==> config.mk <==
export PLATFORM = sky130hd
export DESIGN_NAME = portStatusBank
export DESIGN_NICKNAME = d
export VERILOG_FILES = /design/src/rtl/psbPkg.sv /design/src/rtl/psbSync.sv /design/src/rtl/psbControl.sv /design/src/rtl/psbDatapath.sv /design/src/rtl/portStatusBank.sv
export SDC_FILE = /design/constraint.sdc
export NUM_CORES = 1
export LEC_CHECK = 0
export ABC_AREA = 0
export BUFFER_PORTS_ARGS = -buffer_cell sky130_fd_sc_hd__clkbuf_2
export CAP_MARGIN = 20
export CORE_MARGIN = 4
export CORE_UTILIZATION = 47
export DETAILED_ROUTE_END_ITERATION = 6
export PLACE_DENSITY = 0.83
export SYNTH_ARGS = -nofsm -noshare
export SYNTH_HDL_FRONTEND = slang
export SYNTH_SLANG_ARGS = --single-unit
==> constraint.sdc <==
create_clock -name clk -period 2 [get_ports clk]
set_input_delay 0.2 -clock clk [delete_from_list [all_inputs] [get_ports clk]]
set_output_delay 0.2 -clock clk [all_outputs]
set_load 0.05 [all_outputs]
==> src/rtl/psbPkg.sv <==
package psbPkg;

  localparam int DATA_W   = 16;
  localparam int NUM_EVT  = 3;   // driver fault, loss of lock, update complete
  localparam int NUM_ACT  = 2;   // receive clock, transmit clock

  // sticky register bit positions
  localparam int POS_RXACT = 7;
  localparam int POS_TXACT = 6;

  typedef struct packed {
    logic                armed;    // edge detection allowed
    logic                clrEn;    // write-1 clear of sticky register
    logic                ieWrEn;   // enable register write
    logic [7:0]          wrByte;   // low byte of write data
    logic [2:0]          rdSel;    // one-hot {enable, sticky, live}
  } psbStrobe_t;

endpackage

==> src/rtl/psbSync.sv <==
module psbSync #(
  parameter int WIDTH  = 1,
  parameter int STAGES = 2
) (
  input  logic             clk,
  input  logic             rstN,
  input  logic [WIDTH-1:0] d,
  output logic [WIDTH-1:0] q
);

  logic [WIDTH-1:0] stg [STAGES];

  for (genvar g = 0; g < STAGES; g++) begin : gStage
    if (g == 0) begin : gFirst
      always_ff @(posedge clk or negedge rstN) begin
        if (!rstN) stg[g] <= '0;
        else       stg[g] <= d;
      end
    end else begin : gNext
      always_ff @(posedge clk or negedge rstN) begin
        if (!rstN) stg[g] <= '0;
        else       stg[g] <= stg[g-1];
      end
    end
  end

  assign q = stg[STAGES-1];

endmodule

==> src/rtl/psbControl.sv <==
module psbControl
  import psbPkg::*;
#(
  parameter int              ADDR_W      = 8,
  parameter logic [ADDR_W-1:0] OFS_LIVE  = 8'h52,
  parameter logic [ADDR_W-1:0] OFS_LATCH = 8'h54,
  parameter logic [ADDR_W-1:0] OFS_IE    = 8'h56,
  parameter int              SYNC_STAGES = 2
) (
  input  logic              clk,
  input  logic              rstN,
  input  logic [ADDR_W-1:0] busAddr,
  input  logic              busWrEn,
  input  logic [7:0]        busWrByte,
  output psbStrobe_t        strobe
);

  localparam int ARM_AT = SYNC_STAGES + 1;
  localparam int CNT_W  = $clog2(ARM_AT + 1);

  logic [CNT_W-1:0] armCnt;
  logic hitLive, hitLatch, hitIe;

  // count filled synchronizer stages plus the previous-value register
  always_ff @(posedge clk or negedge rstN) begin
    if (!rstN)                           armCnt <= '0;
    else if (armCnt != CNT_W'(ARM_AT))   armCnt <= armCnt + 1'b1;
  end

  always_comb begin
    hitLive  = (busAddr == OFS_LIVE);
    hitLatch = (busAddr == OFS_LATCH);
    hitIe    = (busAddr == OFS_IE);

    strobe.armed  = (armCnt == CNT_W'(ARM_AT));
    strobe.clrEn  = busWrEn && hitLatch;
    strobe.ieWrEn = busWrEn && hitIe;
    strobe.wrByte = busWrByte;
    strobe.rdSel  = {hitIe, hitLatch, hitLive};
  end

endmodule

==> src/rtl/psbDatapath.sv <==
module psbDatapath
  import psbPkg::*;
#(
  parameter int NUM_UPD     = 4,
  parameter int SYNC_STAGES = 2
) (
  input  logic                clk,
  input  logic                rstN,
  input  logic                lolIn,
  input  logic                drvFaultIn,
  input  logic                updReqIn,
  input  logic [NUM_UPD-1:0]  updDoneIn,
  input  logic                rxClkAct,
  input  logic                txClkAct,
  input  psbStrobe_t          strobe,
  output logic [NUM_EVT-1:0]  evtSync,
  output logic [NUM_EVT-1:0]  evtLatch,
  output logic [NUM_EVT-1:0]  ieQ,
  output logic                summary,
  output logic [DATA_W-1:0]   rdData
);

  localparam int RAW_W = NUM_EVT + NUM_ACT;

  logic               updComplete;
  logic [RAW_W-1:0]   rawIn, syncOut;
  logic [NUM_ACT-1:0] actSync, actLatch;
  logic [NUM_EVT-1:0] evtPrev, edgeHit, evtClr;
  logic [NUM_ACT-1:0] actClr;
  logic [DATA_W-1:0]  liveWord, latchWord, ieWord;

  assign updComplete = updReqIn & (&updDoneIn);
  assign rawIn       = {txClkAct, rxClkAct, drvFaultIn, lolIn, updComplete};

  psbSync #(.WIDTH(RAW_W), .STAGES(SYNC_STAGES)) sync_i (
    .clk  (clk),
    .rstN (rstN),
    .d    (rawIn),
    .q    (syncOut)
  );

  assign evtSync = syncOut[NUM_EVT-1:0];
  assign actSync = syncOut[RAW_W-1:NUM_EVT];

  always_ff @(posedge clk or negedge rstN) begin
    if (!rstN) evtPrev <= '0;
    else       evtPrev <= evtSync;
  end

  assign edgeHit = evtSync & ~evtPrev & {NUM_EVT{strobe.armed}};
  assign evtClr  = strobe.clrEn ? strobe.wrByte[NUM_EVT-1:0] : '0;
  assign actClr  = strobe.clrEn ? {strobe.wrByte[POS_TXACT], strobe.wrByte[POS_RXACT]} : '0;

  // sticky bits: set wins over a simultaneous clear
  always_ff @(posedge clk or negedge rstN) begin
    if (!rstN) begin
      evtLatch <= '0;
      actLatch <= '0;
    end else begin
      evtLatch <= (evtLatch & ~evtClr) | edgeHit;
      actLatch <= (actLatch & ~actClr) | actSync;
    end
  end

  always_ff @(posedge clk or negedge rstN) begin
    if (!rstN)              ieQ <= '0;
    else if (strobe.ieWrEn) ieQ <= strobe.wrByte[NUM_EVT-1:0];
  end

  assign summary = |(evtLatch & ieQ);

  always_comb begin
    liveWord  = '0;
    liveWord[NUM_EVT-1:0] = evtSync;
    latchWord = '0;
    latchWord[NUM_EVT-1:0] = evtLatch;
    latchWord[POS_RXACT]   = actLatch[0];
    latchWord[POS_TXACT]   = actLatch[1];
    ieWord    = '0;
    ieWord[NUM_EVT-1:0] = ieQ;

    rdData = '0;
    if (strobe.rdSel[0]) rdData = liveWord;
    if (strobe.rdSel[1]) rdData = latchWord;
    if (strobe.rdSel[2]) rdData = ieWord;
  end

endmodule

==> src/rtl/portStatusBank.sv <==
module portStatusBank
  import psbPkg::*;
#(
  parameter int                ADDR_W      = 8,
  parameter logic [ADDR_W-1:0] OFS_LIVE    = 8'h52,
  parameter logic [ADDR_W-1:0] OFS_LATCH   = 8'h54,
  parameter logic [ADDR_W-1:0] OFS_IE      = 8'h56,
  parameter int                NUM_UPD     = 4,
  parameter int                SYNC_STAGES = 2
) (
  input  logic               clk,
  input  logic               rstN,
  input  logic [ADDR_W-1:0]  busAddr,
  input  logic               busWrEn,
  input  logic [15:0]        busWrData,
  output logic [15:0]        busRdData,
  input  logic               lolIn,
  input  logic               drvFaultIn,
  input  logic               updReqIn,
  input  logic [NUM_UPD-1:0] updDoneIn,
  input  logic               rxClkAct,
  input  logic               txClkAct,
  input  logic               globalIntEn,
  output logic               portSummary,
  output logic               intOut
);

  psbStrobe_t         strobe;
  logic [NUM_EVT-1:0] evtSync, evtLatch, ieQ;

  psbControl #(
    .ADDR_W(ADDR_W), .OFS_LIVE(OFS_LIVE), .OFS_LATCH(OFS_LATCH),
    .OFS_IE(OFS_IE), .SYNC_STAGES(SYNC_STAGES)
  ) ctl_i (
    .clk       (clk),
    .rstN      (rstN),
    .busAddr   (busAddr),
    .busWrEn   (busWrEn),
    .busWrByte (busWrData[7:0]),
    .strobe    (strobe)
  );

  psbDatapath #(.NUM_UPD(NUM_UPD), .SYNC_STAGES(SYNC_STAGES)) dp_i (
    .clk        (clk),
    .rstN       (rstN),
    .lolIn      (lolIn),
    .drvFaultIn (drvFaultIn),
    .updReqIn   (updReqIn),
    .updDoneIn  (updDoneIn),
    .rxClkAct   (rxClkAct),
    .txClkAct   (txClkAct),
    .strobe     (strobe),
    .evtSync    (evtSync),
    .evtLatch   (evtLatch),
    .ieQ        (ieQ),
    .summary    (portSummary),
    .rdData     (busRdData)
  );

  assign intOut = portSummary & globalIntEn;

endmodule

After elaboration in Yosys (flattened, before gate mapping)
Cells that the tools add are included.
{"block": "classes", "n_addsub": 1, "eq_ne": 5, "mux": 5, "n_bitwise": 12, "n_reduce_logical": 4}
{"operator": "$mux 16", "n": 2}
{"operator": "$eq 8x7->1 const B", "n": 3}
{"operator": "$and 3x3->3", "n": 4}
{"operator": "$mux 3", "n": 2}
{"operator": "$not 3->3", "n": 2}
{"operator": "$reduce_and 4->1", "n": 1}
{"operator": "$or 3x3->3", "n": 1}
{"operator": "$reduce_or 3->1", "n": 1}
{"operator": "$add 2x1->2 const B", "n": 1}
{"operator": "$and 1x1->1", "n": 2}
{"operator": "$and 2x2->2", "n": 1}
{"operator": "$eq 2x2->1 const B", "n": 1}
{"operator": "$logic_and 1x1->1", "n": 2}
{"operator": "$mux 2", "n": 1}
{"operator": "$ne 2x2->1 const B", "n": 1}
{"operator": "$not 2->2", "n": 1}
{"operator": "$or 2x2->2", "n": 1}
{"block": "word_totals", "regBits": 23, "in_bits": 37, "out_inout_bits": 18, "word_cells": 34}

Depth between registers and ports, before layout
{"block": "logic_depth", "word_depth": 6, "ltp_mapped": 4}

By module
From an unflattened synthesis, not the netlist that was laid out.
{"block": "unflattened", "cells_unflattened": 100, "hier_area_um2": 1112.3}
{"mod": "psbDatapath", "n_inst": 1, "cells_per_inst": 58, "area_per_inst_um2": 589.3, "seq_area_each_um2": 275.3}
{"mod": "psbSync", "n_inst": 1, "cells_per_inst": 15, "area_per_inst_um2": 287.8, "seq_area_each_um2": 250.2}
{"mod": "psbControl", "n_inst": 1, "cells_per_inst": 26, "area_per_inst_um2": 229.0, "seq_area_each_um2": 50.0}
{"mod": "portStatusBank", "n_inst": 1, "cells_per_inst": 1, "area_per_inst_um2": 6.3, "seq_area_each_um2": 0.0}

Least setup slack after synthesis
OpenSTA, ideal clock, no wires.
{"block": "synth_path", "path_type": "input-to-output", "startpoint": "in busAddr[0]", "endpoint": "out busRdData[0]", "arrival_time_ns": 1.398, "required_time_ns": 1.800, "path_slack_ns": 0.402, "cell_stages": 3, "n_path_buf": 0, "cell_sequence": "nor4b_4 nand2_1 a21oi_1"}
{"block": "synth_via", "elab_chain_len": 4, "word_cells_on_any_way": 6, "classes_between": "eq/ne (3); mux (3)"}
{"item": "start: declaration", "line": "portStatusBank.sv:13", "text": "input logic [ADDR_W-1:0] busAddr,"}
{"item": "$eq 8x7->1", "line": "psbControl.sv:31", "text": "hitLive = (busAddr == OFS_LIVE);"}
{"item": "$mux 3", "line": "psbDatapath.sv:83", "text": "if (strobe.rdSel[0]) rdData = liveWord;"}
{"item": "$mux 16", "line": "psbDatapath.sv:84", "text": "if (strobe.rdSel[1]) rdData = latchWord;"}
{"item": "$mux 16 *", "line": "psbDatapath.sv:85", "text": "if (strobe.rdSel[2]) rdData = ieWord;"}
{"item": "end: declaration", "line": "portStatusBank.sv:16", "text": "output logic [15:0] busRdData,"}
Every way passes the cells marked *; elsewhere a longest branch is shown, timed or not.

Final worst setup path
{"block": "layout_path", "startpoint": "reg dp_i.ieQ[1]", "endpoint": "out intOut"}
{"block": "layout_via", "elab_chain_len": 3}
{"item": "start: declaration", "line": "psbDatapath.sv:18", "text": "output logic [NUM_EVT-1:0] ieQ,"}
{"item": "start signal: assignment", "line": "psbDatapath.sv:67", "text": "else if (strobe.ieWrEn) ieQ <= strobe.wrByte[NUM_EVT-1:0];"}
{"item": "$and 3x3->3", "line": "psbDatapath.sv:70", "text": "assign summary = |(evtLatch & ieQ);"}
{"item": "$reduce_or 3->1", "line": "psbDatapath.sv:70"}
{"item": "$and 1x1->1", "line": "portStatusBank.sv:60", "text": "assign intOut = portSummary & globalIntEn;"}
{"item": "end: declaration", "line": "portStatusBank.sv:25", "text": "output logic intOut"}
No other way between the ends.

==> out/results.ini <==
[layout]
drive_above_1_share_pct = 36.6
final_common_cell = clkbuf_2
layout_common_cells = 32 x clkbuf_2, 23 x dfrtp_1, 11 x conb_1
n_fill_cell = 173
antenna_cells = 0
fin_util_pct = 62.2
final_cells = 150
fin_area_sq_mm = 0.00126
nets = 162
syn_to_final_growth_pct = 21.8

[setup_path]
cp_cell_sequence = a222oi_1 -> nor2b_1 -> clkbuf_2
slowest_delay_ns = 0.43
reg2reg_depth = 4
end_kind = output pin
slowest_stage = a222oi_1
cp_max_fo = 3
critPathArrivalTime_ns = 1.46
start_kind = flip-flop
worst_ep_required_time_ns = 1.80
path_class = reg2out

[timing]
timing.setup.tns_ns = 0
tightest_slew_ns = 0.536
final-setup-viol-count = 0
finClkSkew_ns = 0.00159
finalHoldViolations = 0
final_max_slew_viol_count = 0
slew_headroom_pct = 64.3
clock.fmax_mhz = 602
fin_ws_ns = 0.340
fin_crit_ns = 1.66
period_share_pct = 83.0
grt_setup_unrepaired = no

[floorplan]
start_util_pct = 51.1
die_w_um = 54.9
io_pins = 55
dieArea_sq_mm = 0.00301
coreArea_sq_mm = 0.00202
row_count = 16
fp.dieH_um = 54.9

[hold_path]
hold_depth = 3
hold_path.class = in2reg

[global_route]
grt_overflow = 0
grt_max_degree = 24
grt_pass1_vias = 659
track_usage_pct = 12.1
grt_pass1_wl_um = 2630
antenna_found_initial = 0

[cts]
htreeDepth = 1
cts_buffers = 3
cts_tree = built
insertion_delay_ns = 0.29
ctsLongestPathBuffers = 2
post_cts_buffers = 0
path_clk_slew_ns = 0.11
root_buffer = clkbuf_4
cts_sinks = 23
cts.repair.resized = 0

[synth]
yosysUniqueCellTypes = 24
synth_warnings = 0
yosys_register_bits = 23
synth_top_family_by_area = simple AND/OR/NAND/NOR gates
syn_inst = 83
synth_compound_area_share_pct = 8.61
yosysSeqAreaShare_pct = 55.8
synthMuxAreaShare_pct = 8.73
synthXorXnorAreaFrac_pct = 0.848
synth_ff_type = dfrtp_1
synth_fa_ha_area_share_pct = 1.21
avgSynthCellArea_sq_um = 12.4
async_flop_share_pct = 100
synth-edff-count = 0
synth_area_sq_mm = 0.00103
synthSimpleGateAreaFrac_pct = 15.8

[power_and_ir_drop]
ir_drop_uv = 539
cellLeakagePower_nw = 0.612
power_density_mw_per_mm2 = 657

[drt]
drtIter0Drc = 8
vias = 737
wl_per_cell_um = 11.5
drc = 0
drtPass1Iterations = 4
postRouteAntennaNets = 0
wl_um = 1720
drt-vias-per-instance = 4.91

[job]
max_cap_viol_count = 0

[placement]
io_buffers = 32
post-dp-hpwl_um = 1380
place_area_sq_mm = 0.00118
gp_congestion = 0.773
dp_cells = 141
pre_cts_slack_ns = 0.553

[status]
status = finished, final reports clean

[report_power, final]
part	total, W	switching (W)	internal (W)
clock network	0.000193	0.000116	0.0000774
logic	0.000145	0.0000978	0.0000469
registers	0.000488	0.00000794	0.000480
[Yosys cell counts, types with 2 or more instances]
master,n,share of area [%]
o211ai_1,2,1.5
a22oi_1,2,1.5
o22a_1,4,3.4
nand3b_1,4,2.9
mux2_2,4,4.4
dfrtp_1,23,56
and2_1,2,1.2
nand3_1,3,1.5
nand2_1,5,1.8
mux2_4,3,4.4
inv_1,2,0.73
nor2b_1,3,1.8
nor2_1,5,1.8
buf_4,11,8.0
[layer usage]
layer	vias up	part of all wire [%]	global-route usage (%)
met3	2	15	1.91
met2	44	48	21.3
met4	0	0.29	4.98
met5	-	0	0
li1	352	-	-
met1	339	37	14.7
[final timing paths]
kind                               startpoint                  to  slack (ns)
hold reg to reg            dp_i.sync_i.stg[6]    dp_i.sync_i.q[1]        0.36
min in group asynchronous                rstN  dp_i.sync_i.stg[5]        0.42
hold / removal                   updDoneIn[2]  dp_i.sync_i.stg[5]         0.1
max in group asynchronous                rstN    dp_i.evtLatch[1]        1.23
setup reg to reg              ctl_i.armCnt[0]    dp_i.evtLatch[2]        0.85
setup / recovery                  dp_i.ieQ[1]              intOut        0.34
[registers in the layout, indices dropped and copies added, names as in the netlist]
register	cells
dp_i.sync_i.q	5
dp_i.sync_i.stg	5
dp_i.evtLatch	3
dp_i.evtPrev	3
dp_i.ieQ	3
ctl_i.armCnt	2
dp_i.actLatch	2
[final cells by class]
class	instances	area [sq um]	area share (%)
sequential	23	576	45.8
tap	27	33.8	2.69
clock buffer	4	26.3	2.09
inverter	2	7.51	0.597
timing repair buffer	37	210	16.7
multi-input combinational	57	404	32.1
[per-stage QoR]
step           hold WS, ns  power, W
6_report            0.0957  0.000826
5_1_grt             0.0977  0.000877
4_1_cts             0.0782  0.000839
3_5_place_dp         0.204  0.000634
3_3_place_gp         0.199  0.000631
2_1_floorplan      -0.0956  0.000603
[cell families after synthesis]
kind of cell / count (synthesis)
fa+ha+maj: 1
simple gates: 26
flops: 23
mux: 7
xor+xnor: 1
buf+inv: 13
other cells: 1
compound gates: 11
[what timing repair did]
action                                  CTS  global route
endpoints found under the setup margin    0             0
hold endpoints to repair                 27             0
hold buffers                              5             0
[critical path, delay by kind of cell (launching register included)]
| family | cells | cell delay (ns) |
|---|---|---|
| compound gates | 1 | 0.43 |
| buf+inv | 1 | 0.24 |
| flops | 1 | 0.42 |
| simple gates | 1 | 0.08 |
Note: power is estimated with default switching activity, not from simulation.
